[src/rtl/spi_xfer_pkg.sv]
package spi_xfer_pkg;

  typedef enum logic [1:0] {
    XM_DUPLEX  = 2'b00,
    XM_TX_ONLY = 2'b01,
    XM_RX_ONLY = 2'b10,
    XM_RESVD   = 2'b11
  } xfer_mode_e;

  typedef enum logic [1:0] {
    MS_IDLE = 2'b00,
    MS_RUN  = 2'b01,
    MS_LAST = 2'b10
  } mst_state_e;

  // Effective frame size: the request pulled into [lo, hi].
  function automatic int clamp_bits(int req, int lo, int hi);
    if (req < lo) return lo;
    if (req > hi) return hi;
    return req;
  endfunction

  // A slave keeps every frame; a master drops them only in send-only mode.
  function automatic logic mode_keeps_rx(logic [1:0] mode, logic is_master);
    return !is_master || (xfer_mode_e'(mode) != XM_TX_ONLY);
  endfunction

  // Only a master in receive-only mode silences its data line.
  function automatic logic mode_silent_tx(logic [1:0] mode, logic is_master);
    return is_master && (xfer_mode_e'(mode) == XM_RX_ONLY);
  endfunction

endpackage

[src/rtl/spi_xfer_clkgen.sv]
module spi_xfer_clkgen #(
  parameter int HALF_DIV = 2
) (
  input  logic clk,
  input  logic rst_n,
  input  logic run,
  output logic sclk,
  output logic ev_rise,
  output logic ev_fall
);
  localparam int CW = $clog2(HALF_DIV + 1);

  logic [CW-1:0] div_cnt;
  logic          tick;

  assign tick    = run && (div_cnt == CW'(HALF_DIV - 1));
  assign ev_rise = tick && !sclk;
  assign ev_fall = tick && sclk;

  always_ff @(posedge clk or negedge rst_n) begin
    if (!rst_n) begin
      div_cnt <= '0;
      sclk    <= 1'b0;
    end else if (!run) begin
      div_cnt <= '0;
      sclk    <= 1'b0;
    end else if (tick) begin
      div_cnt <= '0;
      sclk    <= !sclk;
    end else begin
      div_cnt <= div_cnt + 1'b1;
    end
  end
endmodule

[src/rtl/spi_xfer_slv_edges.sv]
module spi_xfer_slv_edges (
  input  logic clk,
  input  logic rst_n,
  input  logic en,
  input  logic s_sclk,
  input  logic s_cs_n,
  output logic ev_rise,
  output logic ev_fall,
  output logic ev_start
);
  logic sck_q, cs_q;

  always_ff @(posedge clk or negedge rst_n) begin
    if (!rst_n) begin
      sck_q <= 1'b0;
      cs_q  <= 1'b1;
    end else begin
      sck_q <= s_sclk;
      cs_q  <= s_cs_n;
    end
  end

  assign ev_rise  = en && !s_cs_n && !sck_q && s_sclk;
  assign ev_fall  = en && !s_cs_n && sck_q && !s_sclk;
  assign ev_start = en && cs_q && !s_cs_n;
endmodule

[src/rtl/spi_xfer_shifter.sv]
module spi_xfer_shifter #(
  parameter int DATA_W = 16,
  parameter int BITS_W = $clog2(DATA_W + 1)
) (
  input  logic              clk,
  input  logic              rst_n,
  input  logic [BITS_W-1:0] nbits,
  input  logic              clear,
  input  logic              load,
  input  logic [DATA_W-1:0] load_word,
  input  logic              ev_sample,
  input  logic              ev_shift,
  input  logic              rxd,
  output logic              tx_bit,
  output logic              frame_end,
  output logic [DATA_W-1:0] rx_word
);
  logic [DATA_W-1:0] tx_sh, rx_sh, rx_next, top_bit, frame_mask;
  logic [BITS_W-1:0] bit_cnt;

  assign top_bit    = DATA_W'(1) << (nbits - 1'b1);
  assign frame_mask = (top_bit << 1) - DATA_W'(1);
  assign tx_bit     = |(tx_sh & top_bit);
  assign frame_end  = ev_sample && (bit_cnt == nbits - 1'b1);
  assign rx_next    = {rx_sh[DATA_W-2:0], rxd};
  assign rx_word    = rx_next & frame_mask;

  always_ff @(posedge clk or negedge rst_n) begin
    if (!rst_n) begin
      bit_cnt <= '0;
      tx_sh   <= '0;
      rx_sh   <= '0;
    end else begin
      if (clear || frame_end) bit_cnt <= '0;
      else if (ev_sample)     bit_cnt <= bit_cnt + 1'b1;

      if (load)                                 tx_sh <= load_word;
      else if (ev_shift && (bit_cnt != '0))     tx_sh <= tx_sh << 1;

      if (ev_sample) rx_sh <= rx_next;
    end
  end
endmodule

[src/rtl/spi_xfer_engine.sv]
module spi_xfer_engine
  import spi_xfer_pkg::*;
#(
  parameter int DATA_W   = 16,
  parameter int MIN_BITS = 4,
  parameter int HALF_DIV = 2,
  parameter int BITS_W   = $clog2(DATA_W + 1)
) (
  input  logic              clk,
  input  logic              rst_n,
  input  logic [1:0]        cfg_mode,
  input  logic [BITS_W-1:0] cfg_frame_bits,
  input  logic              cfg_is_master,
  input  logic              cfg_slave_oe,
  input  logic              rx_run,
  input  logic              txf_empty,
  input  logic [DATA_W-1:0] txf_data,
  output logic              txf_pop,
  output logic              rxf_push,
  output logic [DATA_W-1:0] rxf_data,
  output logic              sclk,
  output logic              cs_n,
  input  logic              s_sclk,
  input  logic              s_cs_n,
  output logic              txd,
  output logic              txd_oe,
  input  logic              rxd,
  output logic              busy
);
  mst_state_e        st;
  logic [BITS_W-1:0] nbits;
  logic              silent_tx, keeps_rx, m_has_work;
  logic              m_rise, m_fall, m_start, m_cont, m_load;
  logic              s_rise, s_fall, s_start, s_load;
  logic              ev_sample, ev_shift, sh_clear, load, pop_en;
  logic              tx_bit, frame_end;
  logic [DATA_W-1:0] rx_word, load_word;

  // Decoded configuration.
  assign nbits      = BITS_W'(clamp_bits(int'(cfg_frame_bits), MIN_BITS, DATA_W));
  assign silent_tx  = mode_silent_tx(cfg_mode, cfg_is_master);
  assign keeps_rx   = mode_keeps_rx(cfg_mode, cfg_is_master);
  assign m_has_work = silent_tx ? rx_run : !txf_empty;

  // Frame events.
  assign m_start = cfg_is_master && (st == MS_IDLE) && m_has_work;
  assign m_cont  = (st == MS_RUN) && frame_end && m_has_work;
  assign m_load  = m_start || m_cont;
  assign s_load  = !cfg_is_master && (s_start || (frame_end && !s_cs_n));

  assign load      = m_load || s_load;
  assign pop_en    = cfg_is_master ? (m_load && !silent_tx)
                                   : (s_load && cfg_slave_oe && !txf_empty);
  assign txf_pop   = pop_en;
  assign load_word = pop_en ? txf_data : '0;

  assign ev_sample = cfg_is_master ? m_rise : s_rise;
  assign ev_shift  = cfg_is_master ? m_fall : s_fall;
  assign sh_clear  = cfg_is_master ? (st == MS_IDLE) : s_cs_n;

  spi_xfer_clkgen #(.HALF_DIV(HALF_DIV)) u_clkgen (
    .clk(clk), .rst_n(rst_n), .run(st != MS_IDLE),
    .sclk(sclk), .ev_rise(m_rise), .ev_fall(m_fall)
  );

  spi_xfer_slv_edges u_slv_edges (
    .clk(clk), .rst_n(rst_n), .en(!cfg_is_master),
    .s_sclk(s_sclk), .s_cs_n(s_cs_n),
    .ev_rise(s_rise), .ev_fall(s_fall), .ev_start(s_start)
  );

  spi_xfer_shifter #(.DATA_W(DATA_W), .BITS_W(BITS_W)) u_shifter (
    .clk(clk), .rst_n(rst_n), .nbits(nbits), .clear(sh_clear),
    .load(load), .load_word(load_word),
    .ev_sample(ev_sample), .ev_shift(ev_shift), .rxd(rxd),
    .tx_bit(tx_bit), .frame_end(frame_end), .rx_word(rx_word)
  );

  // Master burst control and chip select.
  always_ff @(posedge clk or negedge rst_n) begin
    if (!rst_n) begin
      st   <= MS_IDLE;
      cs_n <= 1'b1;
    end else begin
      unique case (st)
        MS_IDLE: if (m_start) begin
          st   <= MS_RUN;
          cs_n <= 1'b0;
        end
        MS_RUN:  if (frame_end && !m_has_work) st <= MS_LAST;
        MS_LAST: if (m_fall) begin
          st   <= MS_IDLE;
          cs_n <= 1'b1;
        end
        default: st <= MS_IDLE;
      endcase
    end
  end

  // Receive FIFO write, one cycle after the last sampled bit.
  always_ff @(posedge clk or negedge rst_n) begin
    if (!rst_n) begin
      rxf_push <= 1'b0;
      rxf_data <= '0;
    end else begin
      rxf_push <= frame_end && keeps_rx;
      if (frame_end) rxf_data <= rx_word;
    end
  end

  assign txd_oe = cfg_is_master ? 1'b1 : (cfg_slave_oe && !s_cs_n);
  assign txd    = cfg_is_master ? ((st != MS_IDLE) && !silent_tx && tx_bit)
                                : (txd_oe && tx_bit);
  assign busy   = (st != MS_IDLE) || (!cfg_is_master && !s_cs_n);
endmodule

[config.mk]
export PLATFORM = sky130hd
export DESIGN_NAME = spi_xfer_engine
export DESIGN_NICKNAME = d
export VERILOG_FILES = /design/src/rtl/spi_xfer_pkg.sv /design/src/rtl/spi_xfer_clkgen.sv /design/src/rtl/spi_xfer_slv_edges.sv /design/src/rtl/spi_xfer_shifter.sv /design/src/rtl/spi_xfer_engine.sv
export SDC_FILE = /design/constraint.sdc
export NUM_CORES = 1
export LEC_CHECK = 0
export ABC_AREA = 0
export BUFFER_PORTS_ARGS = -buffer_cell sky130_fd_sc_hd__buf_2
export CORE_UTILIZATION = 30
export CTS_BUF_LIST = sky130_fd_sc_hd__clkbuf_2 sky130_fd_sc_hd__clkbuf_4 sky130_fd_sc_hd__clkbuf_8
export DETAILED_ROUTE_END_ITERATION = 12
export PLACE_DENSITY = 0.48
export SLEW_MARGIN = 20
export SYNTH_ARGS = -nofsm -noshare
export SYNTH_HDL_FRONTEND = slang
export SYNTH_SLANG_ARGS = --single-unit
[constraint.sdc]
create_clock -name clk -period 3.5 [get_ports clk]
set_input_delay 0.7 -clock clk [delete_from_list [all_inputs] [get_ports clk]]
set_output_delay 0.7 -clock clk [all_outputs]
set_load 0.01 [all_outputs]
==> results of run 1 <==
worst reg2reg max path, delay by kind of cell, from the launching register on:
family                 cells  cell delay, ns
and+or+nand+nor            3            0.64
buffers and inverters      1            0.19
DFF                        1            0.43
AOI/OAI and AO/OA          3            0.76
flip-flops by register name, indices dropped and copies added (netlist names):
signal	count
u_clkgen.sclk	1
u_slv_edges.sck_q	1
rxf_push	1
st	2
u_slv_edges.cs_q	1
u_shifter.bit_cnt	5
u_shifter.rx_sh	15
cs_n	1
rxf_data	16
u_clkgen.div_cnt	2
u_shifter.tx_sh	16
power groups by stage:
| stage | clock [uW] | combinational, uW | sequential (uW) |
|---|---|---|---|
| 2_1_floorplan | 0 | 480 | 1000 |
| 3_3_place_gp | 0 | 643 | 1030 |
| 3_5_place_dp | 0 | 658 | 1030 |
| 4_1_cts | 669 | 660 | 1020 |
| 5_1_grt | 699 | 745 | 1040 |
| 6_report | 643 | 660 | 1020 |
per-stage QoR:
step | total power (uW) | std cells | cell area, sq um | worst slack [ns] | util
floorplan | 1480 | 372 | 3730 | 0.144 | -
global placement | 1670 | 590 | 4260 | 0.0965 | 0.353
detailed placement | 1690 | 590 | 4260 | 0.0457 | 0.353
CTS | 2350 | 605 | 4460 | 0.0382 | 0.370
global route | 2490 | 607 | 4500 | 0.00770 | 0.373
finish | 2320 | 607 | 4500 | 0.156 | 0.373
worst max path at each step:
| stage | startpoint | end | slack, ns | cells past startpoint |
|---|---|---|---|---|
| floorplan | cfg_frame_bits[3] | txd | 0.14 | 11 |
| global placement | cfg_frame_bits[4] | txd | 0.1 | 11 |
| detailed placement | cfg_frame_bits[4] | txd | 0.05 | 11 |
| CTS | cfg_frame_bits[4] | txd | 0.04 | 11 |
| global route | cfg_frame_bits[4] | txd | 0.008 | 11 |
| finish | cfg_frame_bits[4] | txd | 0.16 | 11 |
layer usage:
metal / vias up / part of all wire
met4: 0 / 0.020
met5: - / 0
met3: 14 / 0.035
met2: 61 / 0.45
li1: 1468 / -
met1: 1428 / 0.49
synthesized netlist by cell type (2+ instances only):
master / count / area share
a22o_1: 3 / 0.0070
xor2_1: 7 / 0.016
nor3b_1: 2 / 0.0040
a21oi_1: 11 / 0.015
nand4b_1: 2 / 0.0047
clkbuf_1: 10 / 0.010
nor3_1: 4 / 0.0054
nor2b_1: 7 / 0.012
a22oi_1: 3 / 0.0060
a21boi_0: 2 / 0.0040
o21ai_0: 20 / 0.027
a32oi_1: 2 / 0.0047
a21o_1: 3 / 0.0060
a221oi_1: 4 / 0.0094
o31ai_1: 4 / 0.0080
and2_1: 4 / 0.0067
nand2b_1: 7 / 0.012
a211oi_1: 2 / 0.0040
buf_2: 10 / 0.013
ha_1: 8 / 0.027
xnor2_1: 6 / 0.014
nand3_1: 10 / 0.013
a32o_1: 3 / 0.0080
mux2_2: 15 / 0.045
o31ai_2: 2 / 0.0067
inv_1: 13 / 0.013
o21ai_1: 3 / 0.0040
a31oi_1: 5 / 0.0084
o21ai_4: 2 / 0.0087
or2_2: 4 / 0.0067
dfstp_2: 2 / 0.014
dfrtp_1: 59 / 0.40
mux2i_1: 16 / 0.043
nor2_1: 28 / 0.028
o2bb2ai_2: 9 / 0.036
buf_6: 2 / 0.0060
o2bb2ai_1: 7 / 0.016
nand2_1: 39 / 0.039
nand3b_1: 4 / 0.0080
cells by family (layout without fill, tap and decap cells):
kind of cell | after synthesis | in the layout | synth area share
AOI/OAI and AO/OA | 99 | 99 | 0.222
and+or+nand+nor | 122 | 122 | 0.171
muxes | 31 | 31 | 0.0881
DFF | 61 | 61 | 0.410
buffers and inverters | 37 | 104 | 0.0449
xor gates and xnor gates | 14 | 14 | 0.0379
adders and majority gates | 8 | 8 | 0.0268
repair_timing:
item,in CTS,in global routing
endpoints found under the setup margin,0,1
resized for setup,0,7
setup buffers,0,2
final cells by class:
class	instances	area, sq um
multi-input combinational	274	2070
clock inverter	4	47.5
tap	168	210
clock buffer	11	151
timing repair buffer	76	448
inverter	13	48.8
sequential	61	1530
fill	1252	7560
==> metrics.cfg, run 1 <==
[layout]
final_common_cell = dfrtp_1
mostFrequentLayoutCells = dfrtp_1, buf_2, nand2_1
layout-area-overhead-vs-synth_pct = 20.6
diodes = 0
nets = 475
drive_above_1_share = 0.326

[sta]
finalClockSkew_ns = 0.00853
post-route-min-period_ns = 3.34
setup_violations = 0
worst_pin_slew_ns = 0.690
rsz0062_at_grt = false
hold_violations = 0
relSlewSlack = 0.540
finalCritPeriodShare = 0.955
fmax_mhz = 299
setup_tns_ns = 0
timing.hold.ws_ns = 0.384
slew_viol_final = 0

[route]
vias_per_cell = 4.89
wl_per_cell_microns = 14.8
drc = 0
drt_pass1_iterations = 4
drt-total-wl_mm = 9.00
vias = 2971
drt-initial-drc-count = 95
drtAntennaViolNets = 0

[pwr]
p_per_area_mw_per_mm2 = 515
pwr-share-comb = 0.285
p_sw_frac = 0.325
seqPwrFrac = 0.438
power_frac_clock = 0.277
total_leakage_power_uw = 0.00197
switchingPower_uw = 753
ir_drop_uv = 159
p_int_uw = 1570

[clock_network]
cts_buffers = 9
clk_latency_ns = 0.36
clockBufferDepth = 2
htree_levels = 3
cts_sinks = 61
ctsRootBufferMaster = clkbuf_8
path_clk_slew_ns = 0.07
cts-hold-fix-buffers = 0
cts_tree = built

[synthesis]
syn_nets = 412
synth_seq_cells = 61
avgSynthCellArea_sq_um = 10.0
synth.distinct_cells = 67
synthCells = 372
async_flop_share = 1.00
syn_area_sq_mm = 0.00373
synth_warnings = 0
synthFlopType = dfrtp_1
synth_edf_count = 0
seq_area_frac_synth = 0.410

[grt]
grt_overflow_total = 0
grtUsageTotal = 0.153
busiest_layer = met2
grt_util_met1 = 0.206
grt_pass1_wl_mm = 15.1
grt_pass1_vias = 3014
antenna_found_initial = 0
grtUsageMet3 = 0.0351
grt_max_degree = 37
use_met2 = 0.233

[die]
die_w_microns = 114
core_sq_mm = 0.0121
ios = 55
rows = 40
die-area_sq_mm = 0.0129
fp.dieH_microns = 114
start_util = 0.310

[worst_setup_path]
crit_required_ns = 2.80
regToRegEndpoint = u_shifter.tx_sh[15]$_DFFE_PN0P_
path_cells = buf_2 -> o21ba_2 -> nand2_2 -> ha_4 -> and2_1 -> a31oi_1 -> nand2_1 -> a22o_1 -> a221oi_2 -> a31oi_2 -> buf_2
crit_type = in -> out
cp_slowest_stage_delay_ns = 0.30
r2r_setup_slack_ns = 1.34
cpMostUsedCell = buf_2
slowest_stage = o21ba_2
critPathLaunchType = input pin
worst-path-max-fanout = 8
crit_family = compound AO/OA/AOI/OAI gates
critical_path.endpoint_type = output pin
rr_worst_depth = 7
arrival_ns = 2.64
r2r-start = u_clkgen.sclk$_DFFE_PN0P_
crit_buf_inv = 2

[place]
port_buffers = 54
dpl.hpwl_mm = 6.55
gp_congestion = 0.852

[flow_run]
max_cap_viol_count = 0

[min_path]
hp-class = in -> async

[run_status]
status = finished, final reports clean

(Power assumes the default switching activity.)
==> run 2: changes to the inputs <==
--- a/config.mk
+++ b/config.mk
@@ -14,4 +14,5 @@
 export SLEW_MARGIN = 20
 export SYNTH_ARGS = -nofsm -noshare
 export SYNTH_HDL_FRONTEND = slang
+export SYNTH_HIERARCHICAL = 1
 export SYNTH_SLANG_ARGS = --single-unit
==> run 2 against run 1 <==
The run now ends with negative setup slack left. Clock power hardly changed. Critical path depth rose by 1. Combinational power is 6.5% higher. Global-route usage grew 0.13 points. Die area increased by 3.7%. Routed wire length up 4.1%. Final cell count increased by 6.3%. Non-clock buffer count increased by 22. Core utilization grew 1.5 points. Critical path type unchanged. Largest power group unchanged.
==> metrics.cfg, run 2 <==
[run_status]
status = finished with violations
violations = negative setup slack

[place]
gp_congestion = 0.813
place_area_sq_mm = 0.00460
dpl.hpwl_mm = 6.90
port_buffers = 54
dp_cells = 623

[synthesis]
synthCells = 381
post-synth-top-area-cell = dfrtp_1
synth_area_leaders = dfrtp_1, mux2_2, mux2i_1, o21ai_0, nand2_1
yosysMostFrequentCell = dfrtp_1
synth_top_area_share = 0.381
synth_warnings = 6
synthFlopType = dfrtp_1
synth_seq_cells = 61
async_flop_share = 1.00
syn_nets = 422
synth.distinct_cells = 69
avgSynthCellArea_sq_um = 10.2
synth_edf_count = 0
yosys-top-cells-count = dfrtp_1, mux2_2, nand2_1, o21ai_0, nor2_1
syn_area_sq_mm = 0.00387
seq_area_frac_synth = 0.395

[worst_setup_path]
crit_type = in -> out
arrival_ns = 2.81
critPathLaunchType = input pin
worst-path-max-fanout = 3
crit_required_ns = 2.80
critical_path.endpoint_type = output pin

[layout]
fin_area_sq_mm = 0.00490
diodes = 0
nets = 509
layout-area-overhead-vs-synth_pct = 26.5
top_regs = rxf_data x16, u_shifter/tx_sh x16, u_shifter/rx_sh x15
mostFrequentLayoutCells = dfrtp_1, buf_2, buf_4
instances_no_fill = 645
final_common_cell = dfrtp_1
drive_above_1_share = 0.397

[route]
drtAntennaViolNets = 0
drt-total-wl_mm = 9.37
drt_pass1_iterations = 6
vias = 3105
drc = 0
wl_per_cell_microns = 14.5
drt-initial-drc-count = 121
vias_per_cell = 4.81

[die]
rows = 41
ios = 55
die-area_sq_mm = 0.0134
start_util = 0.307
die_w_microns = 116
core_sq_mm = 0.0126
fp.dieH_microns = 116

[clock_network]
ctsRootBufferMaster = clkbuf_8
clockBufferDepth = 2
cts_tree = built
clk_latency_ns = 0.35
path_clk_slew_ns = 0.07
htree_levels = 3
cts_buffers = 9
cts_sinks = 61

[sta]
finalClockSkew_ns = 0.00664
finalWorstSetupSlack_ns = -0.0138
hold_violations = 0
post-route-min-period_ns = 3.51
slew_viol_final = 0
setup_violations = 1
finalCritPeriodShare = 1.00
relSlewSlack = 0.477
rsz0062_at_grt = true
worst_pin_slew_ns = 0.785
fmax_mhz = 285

[grt]
grt_overflow_total = 0
grt_pass1_vias = 3082
grt_max_degree = 62
grt_pass1_wl_mm = 15.7
grtUsageTotal = 0.154
antenna_found_initial = 0

[pwr]
p_per_area_mw_per_mm2 = 472
total_leakage_power_uw = 0.00238
ir_drop_uv = 176
p_total_uw = 2310

[min_path]
hp-class = reg -> reg

[flow_run]
max_cap_viol_count = 0

run 2: cell count changes in the layout (fill, tap and decap cells not counted), sizes merged, moves of 9 or more:
cell	delta
buf	+22
o21ai	+9
o2bb2ai	-16
mux2	+18
a21boi	+18
run 2: area by class of cell:
type	instances	area (sq um)
Multi-Input combinational cell	280	2250
Inverter	18	67.6
Fill cell	1315	7720
Clock buffer	11	145
Sequential cell	61	1530
Timing Repair Buffer	98	636
Tap cell	172	215
Clock inverter	5	60.1
run 2: through the flow:
step / setup WS (ns) / setup TNS, ns / util / hold slack [ns]
finish: -0.0138 / -0.0138 / 0.388 / 0.467
global route: -0.124 / -0.221 / 0.388 / 0.457
CTS: -0.0551 / -0.0794 / 0.386 / 0.455
detailed placement: -0.172 / -0.474 / 0.365 / 0.460
global placement: -0.125 / -0.270 / 0.365 / 0.449
floorplan: 0.000446 / 0 / - / 0.404
run 2: final timing paths:
kind	slack (ns)	cells after the start	to	startpoint
max in group asynchronous	2.46	2	u_shifter/bit_cnt[3]$_DFFE_PN0P_	rst_n
max	-0.01	12	txd	cfg_frame_bits[4]
min reg2reg	0.47	1	u_clkgen/div_cnt[0]$_DFF_PN0_	u_clkgen/div_cnt[0]$_DFF_PN0_
max reg2reg	0.80	15	u_shifter/tx_sh[15]$_DFFE_PN0P_	st[1]$_DFFE_PN0P_
min in group asynchronous	0.50	2	u_shifter/rx_sh[12]$_DFFE_PN0P_	rst_n
min	0.47	1	u_clkgen/div_cnt[0]$_DFF_PN0_	u_clkgen/div_cnt[0]$_DFF_PN0_
run 2: power by group:
group	internal (uW)	switching, uW	total, uW
combinational	362	341	703
sequential	850	114	964
clock	355	288	643
run 2: critical path: stages:
cell and delay (ns):
buf_6 0.09, o21bai_4 0.18, nor2_4 0.10, inv_2 0.06, buf_4 0.13, ha_1 0.24, a222oi_1 0.34, a21oi_1 0.11
a221o_1 0.27, a221o_1 0.32, and3_4 0.16, buf_6 0.11
run 2: logic make-up after synthesis:
logic type / count (synthesis) / share of synthesized area
DFF: 61 / 0.395
adders and majority gates: 9 / 0.0291
xor gates and xnor gates: 14 / 0.0317
and+or+nand+nor: 107 / 0.155
muxes: 50 / 0.140
buffers and inverters: 40 / 0.0491
AOI/OAI and AO/OA: 100 / 0.200
run 2: layer usage:
metal | GRT usage | vias up | wire (microns)
li1 | - | 1548 | -
met1 | 0.219 | 1488 | 4820
met2 | 0.222 | 54 | 4080
met3 | 0.0303 | 15 | 266
met4 | 0.0752 | 0 | 209
met5 | 0 | - | 0
run 2: what timing repair did:
action / CTS / global route
pin swaps: 12 / 7
resized for setup: 9 / 1
buffers inserted: 3 / 3
setup endpoints to repair: 2 / 2
hold buffers: 0 / 0
